File: src/rtl/pcm_port_pkg.sv
package pcm_port_pkg;
  // Saturating measure of how many rising bit-clock edges a sync pulse spanned
  typedef enum logic [1:0] {
    FSW_NONE = 2'd0,
    FSW_ONE  = 2'd1,
    FSW_TWO  = 2'd2,
    FSW_MANY = 2'd3
  } fs_width_e;

  function automatic fs_width_e width_step(fs_width_e w);
    logic [1:0] t;
    t = w + 2'd1;
    return (w == FSW_MANY) ? FSW_MANY : fs_width_e'(t);
  endfunction
endpackage

File: src/rtl/pcm_sync.sv
module pcm_sync #(
  parameter int W      = 4,
  parameter int STAGES = 2
) (
  input  logic         clk,
  input  logic         rst,
  input  logic [W-1:0] d,
  output logic [W-1:0] lvl,
  output logic [W-1:0] prev
);
  logic [W-1:0] st [STAGES+1];

  always_ff @(posedge clk) begin
    if (rst) begin
      for (int i = 0; i <= STAGES; i++) st[i] <= '0;
    end else begin
      st[0] <= d;
      for (int i = 1; i <= STAGES; i++) st[i] <= st[i-1];
    end
  end

  assign lvl  = st[STAGES-1];
  assign prev = st[STAGES];
endmodule

File: src/rtl/pcm_tx_port.sv
module pcm_tx_port
  import pcm_port_pkg::*;
#(
  parameter int WORD_W = 8
) (
  input  logic              clk,
  input  logic              rst,
  input  logic              bclk_lvl,
  input  logic              bclk_rise,
  input  logic              bclk_fall,
  input  logic              fs_lvl,
  input  logic              fs_rise,
  input  logic              fs_fall,
  input  logic [WORD_W-1:0] word_i,
  output logic              dx_o,
  output logic              oe_o,
  output logic              long_o
);
  localparam int CNT_W = $clog2(WORD_W + 1);
  localparam logic [CNT_W-1:0] LAST = CNT_W'(WORD_W);

  logic [WORD_W-1:0] hold_q, sh_q;
  logic [CNT_W-1:0]  bits_q;
  logic              active_q, fall8_q, armed_q, long_q, dx_q, oe_q;
  fs_width_e         wid_q;

  logic long_go, short_go, last, mismatch, release_now;

  assign long_go  = long_q && ((fs_rise && bclk_lvl) ||
                               (armed_q && fs_lvl && bclk_rise && !fs_rise));
  assign short_go = !long_q && armed_q && !fs_lvl && bclk_rise;
  assign last     = (bits_q == LAST);
  assign mismatch = fs_fall && (long_q ? (wid_q != FSW_MANY) : (wid_q != FSW_ONE));
  assign release_now = active_q && !fs_lvl && (fall8_q || (last && bclk_fall));

  // Pulse width measure and mode register
  always_ff @(posedge clk) begin
    if (rst) begin
      wid_q  <= FSW_NONE;
      long_q <= 1'b0;
    end else begin
      if (fs_rise)                 wid_q <= FSW_NONE;
      else if (fs_lvl && bclk_rise) wid_q <= width_step(wid_q);
      if (fs_fall) begin
        if (wid_q == FSW_ONE)       long_q <= 1'b0;
        else if (wid_q == FSW_MANY) long_q <= 1'b1;
      end
    end
  end

  // Frame sequencing and shifter
  always_ff @(posedge clk) begin
    if (rst) begin
      hold_q   <= '0;
      sh_q     <= '0;
      bits_q   <= '0;
      active_q <= 1'b0;
      fall8_q  <= 1'b0;
      armed_q  <= 1'b0;
      dx_q     <= 1'b0;
      oe_q     <= 1'b0;
    end else if (fs_rise) begin
      hold_q  <= word_i;
      armed_q <= !long_go;
      fall8_q <= 1'b0;
      if (long_go) begin
        oe_q     <= 1'b1;
        active_q <= 1'b1;
        dx_q     <= hold_q[WORD_W-1];
        sh_q     <= {hold_q[WORD_W-2:0], 1'b0};
        bits_q   <= CNT_W'(1);
      end else begin
        oe_q     <= 1'b0;
        active_q <= 1'b0;
        sh_q     <= hold_q;
        bits_q   <= '0;
      end
    end else if (long_go || short_go) begin
      oe_q     <= 1'b1;
      active_q <= 1'b1;
      armed_q  <= 1'b0;
      fall8_q  <= 1'b0;
      dx_q     <= sh_q[WORD_W-1];
      sh_q     <= {sh_q[WORD_W-2:0], 1'b0};
      bits_q   <= CNT_W'(1);
    end else if (mismatch) begin
      armed_q  <= 1'b0;
      active_q <= 1'b0;
      oe_q     <= 1'b0;
    end else if (release_now) begin
      active_q <= 1'b0;
      oe_q     <= 1'b0;
    end else if (active_q) begin
      if (bclk_rise && !last) begin
        dx_q   <= sh_q[WORD_W-1];
        sh_q   <= {sh_q[WORD_W-2:0], 1'b0};
        bits_q <= bits_q + CNT_W'(1);
      end
      if (bclk_fall && last) fall8_q <= 1'b1;
    end
  end

  assign dx_o   = dx_q;
  assign oe_o   = oe_q;
  assign long_o = long_q;

  // serial data moves only on a bit-clock rise or a frame-sync rise
  p_dx_steady_r10: assert property (@(posedge clk) disable iff (rst)
    (!bclk_rise && !fs_rise) |=> $stable(dx_q));
  // outside a restart, the enable drops only with the sync low
  p_off_sync_low_r5: assert property (@(posedge clk) disable iff (rst)
    ($fell(oe_q) && !$past(fs_rise)) |-> !$past(fs_lvl));
  // enable starts only on a bit-clock rise or a sync rise
  p_on_at_edge_r4: assert property (@(posedge clk) disable iff (rst)
    $rose(oe_q) |-> $past(bclk_rise || fs_rise));
  // never more bits than a word
  p_bits_bound_r3: assert property (@(posedge clk) disable iff (rst)
    bits_q <= LAST);
  // mode moves only at a falling sync
  p_mode_at_fall_r2: assert property (@(posedge clk) disable iff (rst)
    !fs_fall |=> $stable(long_q));
endmodule

File: src/rtl/pcm_rx_port.sv
module pcm_rx_port
  import pcm_port_pkg::*;
#(
  parameter int WORD_W = 8
) (
  input  logic              clk,
  input  logic              rst,
  input  logic              bclk_rise,
  input  logic              bclk_fall,
  input  logic              fs_lvl,
  input  logic              fs_rise,
  input  logic              dr_lvl,
  output logic [WORD_W-1:0] word_o,
  output logic              valid_o,
  output logic              sig_o
);
  localparam int CNT_W = $clog2(WORD_W + 1);
  localparam logic [CNT_W-1:0] FINAL = CNT_W'(WORD_W - 1);

  logic [WORD_W-1:0] sh_q, word_q;
  logic [CNT_W-1:0]  cnt_q;
  logic              busy_q, valid_q, sig_q;
  fs_width_e         wid_q;

  always_ff @(posedge clk) begin
    if (rst) begin
      sh_q    <= '0;
      word_q  <= '0;
      cnt_q   <= '0;
      busy_q  <= 1'b0;
      valid_q <= 1'b0;
      sig_q   <= 1'b0;
      wid_q   <= FSW_NONE;
    end else begin
      valid_q <= 1'b0;
      if (fs_rise)                  wid_q <= FSW_NONE;
      else if (fs_lvl && bclk_rise) wid_q <= width_step(wid_q);
      if (fs_rise) begin
        busy_q <= 1'b1;
        cnt_q  <= '0;
      end else if (busy_q && bclk_fall) begin
        sh_q <= {sh_q[WORD_W-2:0], dr_lvl};
        if (cnt_q == FINAL) begin
          busy_q  <= 1'b0;
          word_q  <= {sh_q[WORD_W-2:0], dr_lvl};
          valid_q <= 1'b1;
          sig_q   <= (wid_q == FSW_TWO);
        end else begin
          cnt_q <= cnt_q + CNT_W'(1);
        end
      end
    end
  end

  assign word_o  = word_q;
  assign valid_o = valid_q;
  assign sig_o   = sig_q;

  // strobe lasts a single cycle
  p_valid_pulse_r8: assert property (@(posedge clk) disable iff (rst)
    valid_q |=> !valid_q);
  // capture counter stays inside the word
  p_cnt_bound_r8: assert property (@(posedge clk) disable iff (rst)
    cnt_q <= FINAL);
  // the signalling flag rises only together with a new byte
  p_sig_with_valid_r9: assert property (@(posedge clk) disable iff (rst)
    $rose(sig_q) |-> valid_q);
endmodule

File: src/rtl/pcm_frame_port.sv
module pcm_frame_port #(
  parameter int WORD_W      = 8,
  parameter int SYNC_STAGES = 2
) (
  input  logic              clk,
  input  logic              rst,
  input  logic              bclk,
  input  logic              fsx,
  input  logic              fsr,
  input  logic              dr,
  input  logic [WORD_W-1:0] tx_word,
  output logic              dx,
  output logic              dx_oe,
  output logic              mode_long,
  output logic [WORD_W-1:0] rx_word,
  output logic              rx_valid,
  output logic              rx_sig
);
  localparam int N_IN = 4;
  localparam int I_BCLK = 0;
  localparam int I_FSX  = 1;
  localparam int I_FSR  = 2;
  localparam int I_DR   = 3;

  logic [N_IN-1:0] raw, lvl, prev, rise, fall;

  assign raw  = {dr, fsr, fsx, bclk};
  assign rise = lvl & ~prev;
  assign fall = ~lvl & prev;

  pcm_sync #(.W(N_IN), .STAGES(SYNC_STAGES)) u_sync (
    .clk (clk),
    .rst (rst),
    .d   (raw),
    .lvl (lvl),
    .prev(prev)
  );

  pcm_tx_port #(.WORD_W(WORD_W)) u_tx (
    .clk      (clk),
    .rst      (rst),
    .bclk_lvl (lvl[I_BCLK]),
    .bclk_rise(rise[I_BCLK]),
    .bclk_fall(fall[I_BCLK]),
    .fs_lvl   (lvl[I_FSX]),
    .fs_rise  (rise[I_FSX]),
    .fs_fall  (fall[I_FSX]),
    .word_i   (tx_word),
    .dx_o     (dx),
    .oe_o     (dx_oe),
    .long_o   (mode_long)
  );

  pcm_rx_port #(.WORD_W(WORD_W)) u_rx (
    .clk      (clk),
    .rst      (rst),
    .bclk_rise(rise[I_BCLK]),
    .bclk_fall(fall[I_BCLK]),
    .fs_lvl   (lvl[I_FSR]),
    .fs_rise  (rise[I_FSR]),
    .dr_lvl   (lvl[I_DR]),
    .word_o   (rx_word),
    .valid_o  (rx_valid),
    .sig_o    (rx_sig)
  );

  // nothing driven or strobed while in reset
  p_quiet_reset_r1: assert property (@(posedge clk)
    $past(rst) |-> (!dx_oe && !rx_valid));
endmodule

File: config.mk
export PLATFORM = sky130hd
export DESIGN_NAME = pcm_frame_port
export DESIGN_NICKNAME = d
export VERILOG_FILES = /design/src/rtl/pcm_port_pkg.sv /design/src/rtl/pcm_sync.sv /design/src/rtl/pcm_tx_port.sv /design/src/rtl/pcm_rx_port.sv /design/src/rtl/pcm_frame_port.sv
export SDC_FILE = /design/constraint.sdc
export NUM_CORES = 1
export LEC_CHECK = 0
export ABC_AREA = 1
export ABC_CLOCK_PERIOD_IN_PS = 2400
export BUFFER_PORTS_ARGS = -buffer_cell sky130_fd_sc_hd__buf_4
export CORE_UTILIZATION = 50
export CTS_CLUSTER_SIZE = 8
export DETAILED_ROUTE_END_ITERATION = 10
export PLACE_DENSITY = 0.72
export SLEW_MARGIN = 20
export SYNTH_ARGS = -nofsm -noshare
export SYNTH_HDL_FRONTEND = slang
export SYNTH_SLANG_ARGS = --single-unit
File: constraint.sdc
create_clock -name clk -period 2.4 [get_ports clk]
set_clock_uncertainty 0.2 [all_clocks]
set_input_delay 0.12 -clock clk [delete_from_list [all_inputs] [get_ports clk]]
set_output_delay 0.12 -clock clk [all_outputs]
set_load 0.01 [all_outputs]
==> results.sh, run 1 <==
export IMPL_outcome="finished clean"
export IMPL_crit_fanout=11
export IMPL_hold_path_class="flop to flop"
export IMPL_cp_num_buf_inv=2
export IMPL_ys_flop_type="dfxtp_1"
export IMPL_route_detailed_drc=0
export IMPL_ys_warn_count=0
export IMPL_synth_top_area_share_pct=49.3
export IMPL_avgSynthCellArea_um2=7.53
export IMPL_cts_setup_buffers=0
export IMPL_crit_family="simple AND/OR/NAND/NOR gates"
export IMPL_yosys_top_cells_area="dfxtp_1, nor2_1, nand2_1"
export IMPL_gp_congestion=0.833
export IMPL_hold_path_depth=2
export IMPL_cts_hold_buf=17
export IMPL_p_seq_share_pct=52.5
export IMPL_arrival_ns=2.04
export IMPL_wirelength_mm=4.97
export IMPL_path_depth=8
export IMPL_coreArea_um2=4790
export IMPL_grt_overflow=0
export IMPL_wl_per_cell_um=10.9
export IMPL_power_internal_mw=1.55
export IMPL_dp_hpwl_mm=3.28
export IMPL_p_clk_share_pct=41.0
export IMPL_final_antenna_net_count=0
export IMPL_p_leak_nw=1.39
export IMPL_diodes=0
export IMPL_synthTopCellsByCount="nor2_1, nand2_1, dfxtp_1"
export IMPL_synth_area_um2=2520
export IMPL_required_ns=2.46
export IMPL_root_buffer="clkbuf_8"
export IMPL_whs_ns=0.201
export IMPL_yosys_cell_count_top_type="nor2_1"
export IMPL_slew_viol_final=0
export IMPL_worst_pin_slew_ns=0.425
export IMPL_p_per_area_nw_per_um2=653
export IMPL_track_usage_pct=20.9
export IMPL_synth_fp_nets=351
export IMPL_synth_top_area_cell="dfxtp_1"
export IMPL_synth_edf_count=0
export IMPL_grt_pass1_vias=1944
export IMPL_crit_path_end_kind="flop"
export IMPL_synth_cell_type_count=29
export IMPL_clkTransAtPathRegs_ns=0.07
export IMPL_clkSinkCount=62
export IMPL_seq_area_um2=1240
export IMPL_synth_seq_area_share_pct=49.3
export IMPL_hold_violations=0
export IMPL_num_rows=25
export IMPL_irDropWorstVdd_uv=473
export IMPL_ioPinCount=27
export IMPL_h_tree_depth=3
export IMPL_cpPeakStageDelay_ns=0.34
export IMPL_dr_pass1_iters=4
export IMPL_setup_viol=0
export IMPL_crit_path_top_delay_cell="dfxtp_1"
export IMPL_cts_made_buffers=9
export IMPL_drive_gt1_share_pct=16.5
export IMPL_clock_latency_ns=0.34
export IMPL_cp_cell_sequence="inv_1 -> nor2_2 -> nand2_1 -> nor2_4 -> nand2_1 -> nor2_4 -> inv_1 -> o31ai_2"
export IMPL_grt_pass1_wl_mm=8.41
export IMPL_fmax_ghz=0.505
export IMPL_portBuffers=26
export IMPL_tns_ns=0
export IMPL_ys_ff_latch=62
export IMPL_slew_headroom_pct=71.6
export IMPL_fill_cells=427
export IMPL_syn_instance_count=334
export IMPL_maxCapViolCount=0
export IMPL_worstRegToRegCells=8
export IMPL_critPathKind="flop to flop"
export IMPL_post_route_period_util_pct=82.5
export IMPL_antenna_found_initial=0
export IMPL_period_minus_slack_ns=1.98
export IMPL_die_h_um=72.9
export IMPL_grt_max_degree=20
export IMPL_cts_tree="done"
export IMPL_start_kind="flop"
export IMPL_switching_share_pct=24.3
export IMPL_worst_slack_ns=0.419
export IMPL_cts_resized=0
export IMPL_viasPerCell=4.86
export IMPL_area_growth_pct=24.4
export IMPL_rsz0062_at_grt="false"
export IMPL_nets=399
export IMPL_power_frac_comb_pct=6.5
export IMPL_pre_cts_slack_ns=0.412
export IMPL_multi_input_area_um2=1090
export IMPL_power_switching_mw=0.497
export IMPL_die_w_um=72.9
export IMPL_initialDrtViolationCount=179
export IMPL_vias=2208
export IMPL_clockBufferDepth=2
export IMPL_die_area_um2=5320
export IMPL_postSynth_asyncResetShare_pct=0
export IMPL_start_util_pct=52.6
power groups by stage:
stage / sequential [mW] / clock, mW / combinational, mW
6_report: 1.07 / 0.838 / 0.133
2_1_floorplan: 1.09 / 0 / 0.0769
3_3_place_gp: 1.10 / 0 / 0.109
5_1_grt: 1.08 / 0.905 / 0.149
4_1_cts: 1.07 / 0.858 / 0.133
3_5_place_dp: 1.10 / 0 / 0.111
cells by family after synthesis:
logic type / after synthesis / synth area share [%]
flops: 62 / 49.3
fa+ha+maj: 3 / 1.49
xor+xnor: 2 / 0.696
buf+inv: 46 / 7.26
compound gates: 51 / 11.4
simple gates: 170 / 29.8
worst register-to-register path: stages (launching register included):
cell and delay, ns:
dfxtp_1 0.34, inv_1 0.07, nor2_2 0.14, nand2_1 0.13, nor2_4 0.18, nand2_1 0.30, nor2_4 0.29, inv_1 0.11
o31ai_2 0.17
path summary, 6_finish.rpt:
kind,start,end,slack [ns]
worst min-delay path,u_sync.st[0][1],u_sync.st[0][5],0.20
worst min register to register,u_sync.st[0][1],u_sync.st[0][5],0.20
worst max register to register,u_sync.st[0][8],u_rx.sig_o,0.42
worst max-delay path,u_sync.st[0][8],u_rx.sig_o,0.42
flip-flops by register name (all words and copies together), names as in the netlist:
register and count:
u_rx.busy_q 1, u_rx.cnt_q 4, u_rx.sh_q 7, u_rx.sig_o 1, u_rx.valid_o 1, u_rx.wid_q 2, u_rx.word_o 8, u_sync.st 11
u_tx.active_q 1, u_tx.armed_q 1, u_tx.bits_q 4, u_tx.dx_o 1, u_tx.fall8_q 1, u_tx.hold_q 8, u_tx.long_o 1, u_tx.sh_q 8
u_tx.wid_q 2
cell usage in the layout (no fill, tap or decap), types with 2 or more instances in the layout:
cell type / netlist / routed
xnor2_1: 2 / 2
buf_4: 0 / 29
clkinv_2: 0 / 2
inv_2: 4 / 4
clkinvlp_4: 0 / 2
o211a_1: 2 / 2
nand3_2: 2 / 2
inv_1: 32 / 32
a21oi_1: 14 / 14
o21ai_1: 7 / 7
dfxtp_1: 62 / 62
nand2_2: 2 / 2
dlygate4sd3_1: 0 / 17
nor2_2: 2 / 2
nand3_1: 26 / 26
ha_1: 3 / 3
a21oi_2: 2 / 2
nor2_1: 64 / 64
nand4_1: 2 / 2
nand2_1: 63 / 63
a31oi_1: 3 / 3
nor2_4: 3 / 3
clkbuf_8: 0 / 11
o21ai_0: 21 / 21
nor3_1: 3 / 3
cell type report:
cell class              instances  share of cell area (%)
repair buffers                 46                    12.4
clock buffers                  11                    4.84
clock inverters                 5                    1.08
multi-input cells             226                    34.9
inverters                      37                    4.44
flip-flops and latches         62                    39.7
well taps                      67                    2.68
metrics by stage:
step                cells  util [%]  area, µm²  total power [mW]
floorplan             334         -       2520              1.17
global placement      421      58.0       2770              1.20
detailed placement    421      58.0       2770              1.21
CTS                   454      65.4       3130              2.06
global route          454      65.4       3130              2.13
finish                454      65.4       3130              2.04
per-layer routing:
metal	global-route usage [%]	up-vias	wire length, µm
met5	0	-	0
met4	8.50	0	53
met3	7.60	6	236
met2	33.2	42	2270
met1	25.8	999	2400
li1	-	1161	-
Power figures use the tool's default switching activity.
==> run 2: changes to the inputs <==
--- a/config.mk
+++ b/config.mk
@@ -6,7 +6,7 @@
 export NUM_CORES = 1
 export LEC_CHECK = 0
 export ABC_AREA = 1
-export ABC_CLOCK_PERIOD_IN_PS = 2400
+export ABC_CLOCK_PERIOD_IN_PS = 2000
 export BUFFER_PORTS_ARGS = -buffer_cell sky130_fd_sc_hd__buf_4
 export CORE_UTILIZATION = 50
 export CTS_CLUSTER_SIZE = 8
==> constraint.sdc (replaced) <==
create_clock -name clk -period 2 [get_ports clk]
set_clock_uncertainty 0.2 [all_clocks]
set_input_delay 0.1 -clock clk [delete_from_list [all_inputs] [get_ports clk]]
set_output_delay 0.1 -clock clk [all_outputs]
set_load 0.01 [all_outputs]
==> run 2 against run 1 <==
  * Flip-flop and latch count unchanged
  * Sequential share of layout area down 0.84 points
  * Global-route usage up 0.43 points
  * Non-clock buffer count up 10
  * Register-to-register slack worse by 0.26 ns
  * Largest power group unchanged
  * Highest routed layer unchanged
==> results.sh, run 2 (synthesis results as in run 1) <==
export IMPL_setup_viol=0
export IMPL_critPathKind="flop to flop"
export IMPL_initialDrtViolationCount=135
export IMPL_p_total_mw=2.40
export IMPL_final_antenna_net_count=0
export IMPL_drive_gt1_share_pct=18.6
export IMPL_dr_pass1_iters=4
export IMPL_worst_pin_slew_ns=0.318
export IMPL_worst_slack_ns=0.155
export IMPL_power_switching_mw=0.573
export IMPL_start_kind="flop"
export IMPL_irDropWorstVdd_uv=499
export IMPL_maxCapViolCount=0
export IMPL_power_frac_comb_pct=7.0
export IMPL_hold_violations=0
export IMPL_portBuffers=26
export IMPL_die_w_um=72.9
export IMPL_vias=2259
export IMPL_slew_headroom_pct=78.7
export IMPL_p_seq_share_pct=53.7
export IMPL_fmax_ghz=0.542
export IMPL_cts_made_buffers=9
export IMPL_gp_congestion=0.832
export IMPL_die_h_um=72.9
export IMPL_root_buffer="clkbuf_8"
export IMPL_h_tree_depth=3
export IMPL_viasPerCell=4.87
export IMPL_diodes=0
export IMPL_clkTransAtPathRegs_ns=0.07
export IMPL_p_clk_share_pct=39.3
export IMPL_outcome="finished clean"
export IMPL_die_area_um2=5320
export IMPL_grt_pass1_vias=1927
export IMPL_wirelength_mm=5.21
export IMPL_grt_max_degree=25
export IMPL_ioPinCount=27
export IMPL_wl_per_cell_um=11.2
export IMPL_num_rows=25
export IMPL_grt_pass1_wl_mm=8.48
export IMPL_start_util_pct=52.6
export IMPL_grt_overflow=0
export IMPL_route_detailed_drc=0
export IMPL_coreArea_um2=4790
export IMPL_slew_viol_final=0
export IMPL_crit_fanout=7
export IMPL_clkSinkCount=62
export IMPL_pre_cts_slack_ns=0.123
export IMPL_p_leak_nw=1.43
export IMPL_regMostFlops="u_sync.st"
export IMPL_nets=409
export IMPL_period_minus_slack_ns=1.84
export IMPL_fill_cells=433
export IMPL_dp_cells=427
export IMPL_hold_path_class="flop to flop"
export IMPL_required_ns=2.09
export IMPL_stdcell_count=464
export IMPL_cts_tree="done"
export IMPL_arrival_ns=1.93
export IMPL_track_usage_pct=21.4
export IMPL_mostFrequentLayoutCell="nor2_1"
export IMPL_p_per_area_nw_per_um2=750
export IMPL_clockBufferDepth=2
export IMPL_area_growth_pct=27.1
export IMPL_crit_path_end_kind="flop"
export IMPL_clock_latency_ns=0.34
export IMPL_switching_share_pct=23.9
export IMPL_post_route_period_util_pct=92.2
export IMPL_power_internal_mw=1.83
export IMPL_final_cell_mix="nor2_1, nand2_1, dfxtp_1, buf_4, inv_1"
export IMPL_largest_register_ff_count=11
export IMPL_antenna_found_initial=0
export IMPL_dp_hpwl_mm=3.31
==> run 2: metrics by stage <==
step,instance area (µm²),utilization (%),TNS (ns),hold slack [ns]
6_report,3200,66.8,0,0.204
5_1_grt,3200,66.8,-0.0142,0.225
4_1_cts,3160,66.0,0,0.204
3_5_place_dp,2820,58.9,0,0.108
3_3_place_gp,2820,58.9,0,0.0972
2_1_floorplan,2520,-,0,0.00697
==> run 2: worst paths after layout <==
check / startpoint / to / slack [ns] / cells past startpoint
worst min-delay path: u_sync.st[0][0] / u_sync.st[0][4] / 0.20 / 2
worst max register to register: u_tx.bits_q[0] / u_tx.bits_q[3] / 0.16 / 12
worst min register to register: u_sync.st[0][0] / u_sync.st[0][4] / 0.20 / 2
worst max-delay path: u_tx.bits_q[0] / u_tx.bits_q[3] / 0.16 / 12
==> run 2: cell type report <==
cell class / count / area (µm²) / share of cell area, %
Clock buffer: 12 / 145 / 4.54
Clock inverter: 4 / 22.5 / 0.705
Inverter: 37 / 139 / 4.34
Multi-Input combinational cell: 226 / 1100 / 34.6
Sequential cell: 62 / 1240 / 38.8
Tap cell: 67 / 83.8 / 2.62
Timing Repair Buffer: 56 / 460 / 14.4
==> run 2: critical path, cell delays in order, from the launching register on <==
cell      delay (ns)
dfxtp_1         0.39
inv_1           0.07
ha_1            0.19
nand2_1         0.08
nor2_2          0.04
nand2_1         0.06
nand2_1         0.07
nand2_2         0.11
nand3_4         0.12
nand2_4         0.14
clkbuf_2        0.17
a21oi_1         0.07
nor2_1          0.08
==> run 2: power by group through the flow <==
stage / Sequential, mW / Clock, mW / Combinational, mW
4_1_cts: 1.29 / 0.966 / 0.165
5_1_grt: 1.29 / 1.02 / 0.189
6_report: 1.29 / 0.942 / 0.169
3_3_place_gp: 1.31 / 0 / 0.135
2_1_floorplan: 1.31 / 0 / 0.0923
3_5_place_dp: 1.31 / 0 / 0.139
==> run 2: layer usage <==
layer | vias to the layer above | wire, µm | track usage (%)
li1 | 1183 | - | -
met1 | 1014 | 2340 | 25.1
met2 | 49 | 2580 | 35.4
met3 | 13 | 190 | 6.63
met4 | 0 | 95 | 10.5
met5 | - | 0 | 0
==> run 2: timing repair <==
action | in CTS | in global routing
buffers inserted | 0 | 4
resized for setup | 0 | 3
endpoints found under the setup margin | 0 | 9
hold endpoints to repair | 25 | 0
hold buffers | 17 | 0
==> run 3: changes to the inputs <==
--- a/config.mk
+++ b/config.mk
@@ -8,6 +8,7 @@
 export ABC_AREA = 1
 export ABC_CLOCK_PERIOD_IN_PS = 2000
 export BUFFER_PORTS_ARGS = -buffer_cell sky130_fd_sc_hd__buf_4
+export CORE_ASPECT_RATIO = 1.5
 export CORE_UTILIZATION = 50
 export CTS_CLUSTER_SIZE = 8
 export DETAILED_ROUTE_END_ITERATION = 10
==> run 3 against run 2 <==
  * Non-clock buffer count decreased by 5
  * Core utilization decreased by 1.2 points
  * Hold slack improved by 0.0060 ns
  * Critical path depth unchanged
==> results.sh, run 3 (synthesis results as in run 1) <==
export IMPL_die_h_um=88.9
export IMPL_hold_path_class="flop to flop"
export IMPL_worst_pin_slew_ns=0.328
export IMPL_wl_per_cell_um=11.2
export IMPL_wirelength_mm=5.13
export IMPL_die_w_um=59.9
export IMPL_clockBufferDepth=2
export IMPL_ioPinCount=27
export IMPL_grt_pass1_vias=2010
export IMPL_dr_pass1_iters=4
export IMPL_num_rows=31
export IMPL_clkSinkCount=62
export IMPL_dp_hpwl_mm=3.42
export IMPL_final_core_util_pct=65.6
export IMPL_area_growth_pct=26.4
export IMPL_p_per_area_nw_per_um2=797
export IMPL_crit_path_end_kind="flop"
export IMPL_clkTransAtPathRegs_ns=0.07
export IMPL_regMostFlops="u_sync.st"
export IMPL_whs_ns=0.210
export IMPL_period_minus_slack_ns=1.89
export IMPL_slew_headroom_pct=78.1
export IMPL_portBuffers=26
export IMPL_nets=404
export IMPL_crit_top_cell="nand2_1"
export IMPL_p_leak_nw=1.43
export IMPL_irDropWorstVdd_uv=511
export IMPL_grt_overflow=0
export IMPL_start_kind="flop"
export IMPL_viasPerCell=4.87
export IMPL_critPathKind="flop to flop"
export IMPL_slew_viol_final=0
export IMPL_final_antenna_net_count=0
export IMPL_cp_num_buf_inv=2
export IMPL_fmax_ghz=0.529
export IMPL_initialDrtViolationCount=91
export IMPL_root_buffer="clkbuf_8"
export IMPL_clock_latency_ns=0.33
export IMPL_final_cell_mix="nor2_1, nand2_1, dfxtp_1, buf_4, inv_1"
export IMPL_mostFrequentLayoutCell="nor2_1"
export IMPL_cts_made_buffers=9
export IMPL_grt_pass1_wl_mm=8.40
export IMPL_start_util_pct=51.9
export IMPL_crit_family="simple AND/OR/NAND/NOR gates"
export IMPL_gp_congestion=0.801
export IMPL_track_usage_pct=21.2
export IMPL_cpPeakStageDelay_ns=0.34
export IMPL_crit_path_top_delay_cell="dfxtp_1"
export IMPL_fill_cells=435
export IMPL_setup_viol=0
export IMPL_h_tree_depth=3
export IMPL_die_area_um2=5330
export IMPL_outcome="finished clean"
export IMPL_grt_max_degree=20
export IMPL_hold_violations=0
export IMPL_largest_register_ff_count=11
export IMPL_antenna_found_initial=0
export IMPL_diodes=0
export IMPL_cp_cell_sequence="inv_1 -> ha_1 -> nand2_1 -> nor2_1 -> nand2_1 -> nand2_1 -> nand2_1 -> nand3_2 -> nand2_4 -> buf_4 -> o21ai_1 -> nor2_1"
export IMPL_cts_tree="done"
export IMPL_arrival_ns=1.92
export IMPL_post_route_period_util_pct=94.6
export IMPL_maxCapViolCount=0
export IMPL_crit_fanout=7
export IMPL_vias=2230
export IMPL_required_ns=2.03
export IMPL_coreArea_um2=4850
export IMPL_drive_gt1_share_pct=17.6
export IMPL_route_detailed_drc=0
==> run 3: changes by cell type in the layout (fill, tap and decap cells not counted), sizes merged <==
| cell | change |
|---|---|
| buf | -4 |
| clkbuf | -3 |
| clkinv | +1 |
| bufinv | +1 |
==> run 3: power breakdown <==
group	total, mW	internal (mW)	switching [mW]
logic	0.166	0.0797	0.0862
clock network	1.08	0.604	0.476
registers	1.29	1.27	0.0203
==> run 3: final timing paths <==
kind,cells past startpoint,startpoint,endpoint,slack [ns]
max,12,u_tx.bits_q[0],u_tx.sh_q[1],0.11
max reg2reg,12,u_tx.bits_q[0],u_tx.sh_q[1],0.11
min,2,u_sync.st[0][1],u_sync.st[0][5],0.21
min reg2reg,2,u_sync.st[0][1],u_sync.st[0][5],0.21
==> run 3: area by class of cell <==
type / instances / area, µm² / share of cell area, %
Clock buffer: 10 / 138 / 4.33
Multi-Input combinational cell: 226 / 1090 / 34.4
Clock inverter: 6 / 61.3 / 1.93
Timing Repair Buffer: 51 / 425 / 13.4
Tap cell: 66 / 82.6 / 2.60
Inverter: 37 / 139 / 4.37
Sequential cell: 62 / 1240 / 39.0
==> run 3: what timing repair did <==
| item | 4_1_cts | 5_1_grt |
|---|---|---|
| hold buffers | 17 | 0 |
| setup buffers | 0 | 3 |
| endpoints found under the setup margin | 0 | 9 |
| resized for setup | 0 | 0 |
| hold endpoints to repair | 25 | 0 |
==> run 3: metrics by stage <==
step | total power [mW] | TNS, ns | cells | setup WS, ns | instance area, µm²
2_1_floorplan | 1.40 | 0 | 334 | 0.329 | 2520
3_3_place_gp | 1.45 | 0 | 422 | 0.190 | 2790
3_5_place_dp | 1.45 | 0 | 422 | 0.0954 | 2790
4_1_cts | 2.55 | 0 | 455 | 0.0821 | 3160
5_1_grt | 2.64 | -0.0249 | 458 | -0.0114 | 3180
6_report | 2.53 | 0 | 458 | 0.109 | 3180
==> run 3: metal layers <==
layer / up-vias / track usage [%] / routed length (µm)
met3: 6 / 5.85 / 136
met2: 34 / 36.6 / 2730
li1: 1174 / - / -
met5: - / 0 / 0
met1: 1016 / 23.2 / 2180
met4: 0 / 11.2 / 80
==> run 3: tightest hold or removal path: stages, from the launching register on <==
cell     delay, ns
dfxtp_1       0.30
inv_1         0.04
nor2_1        0.03
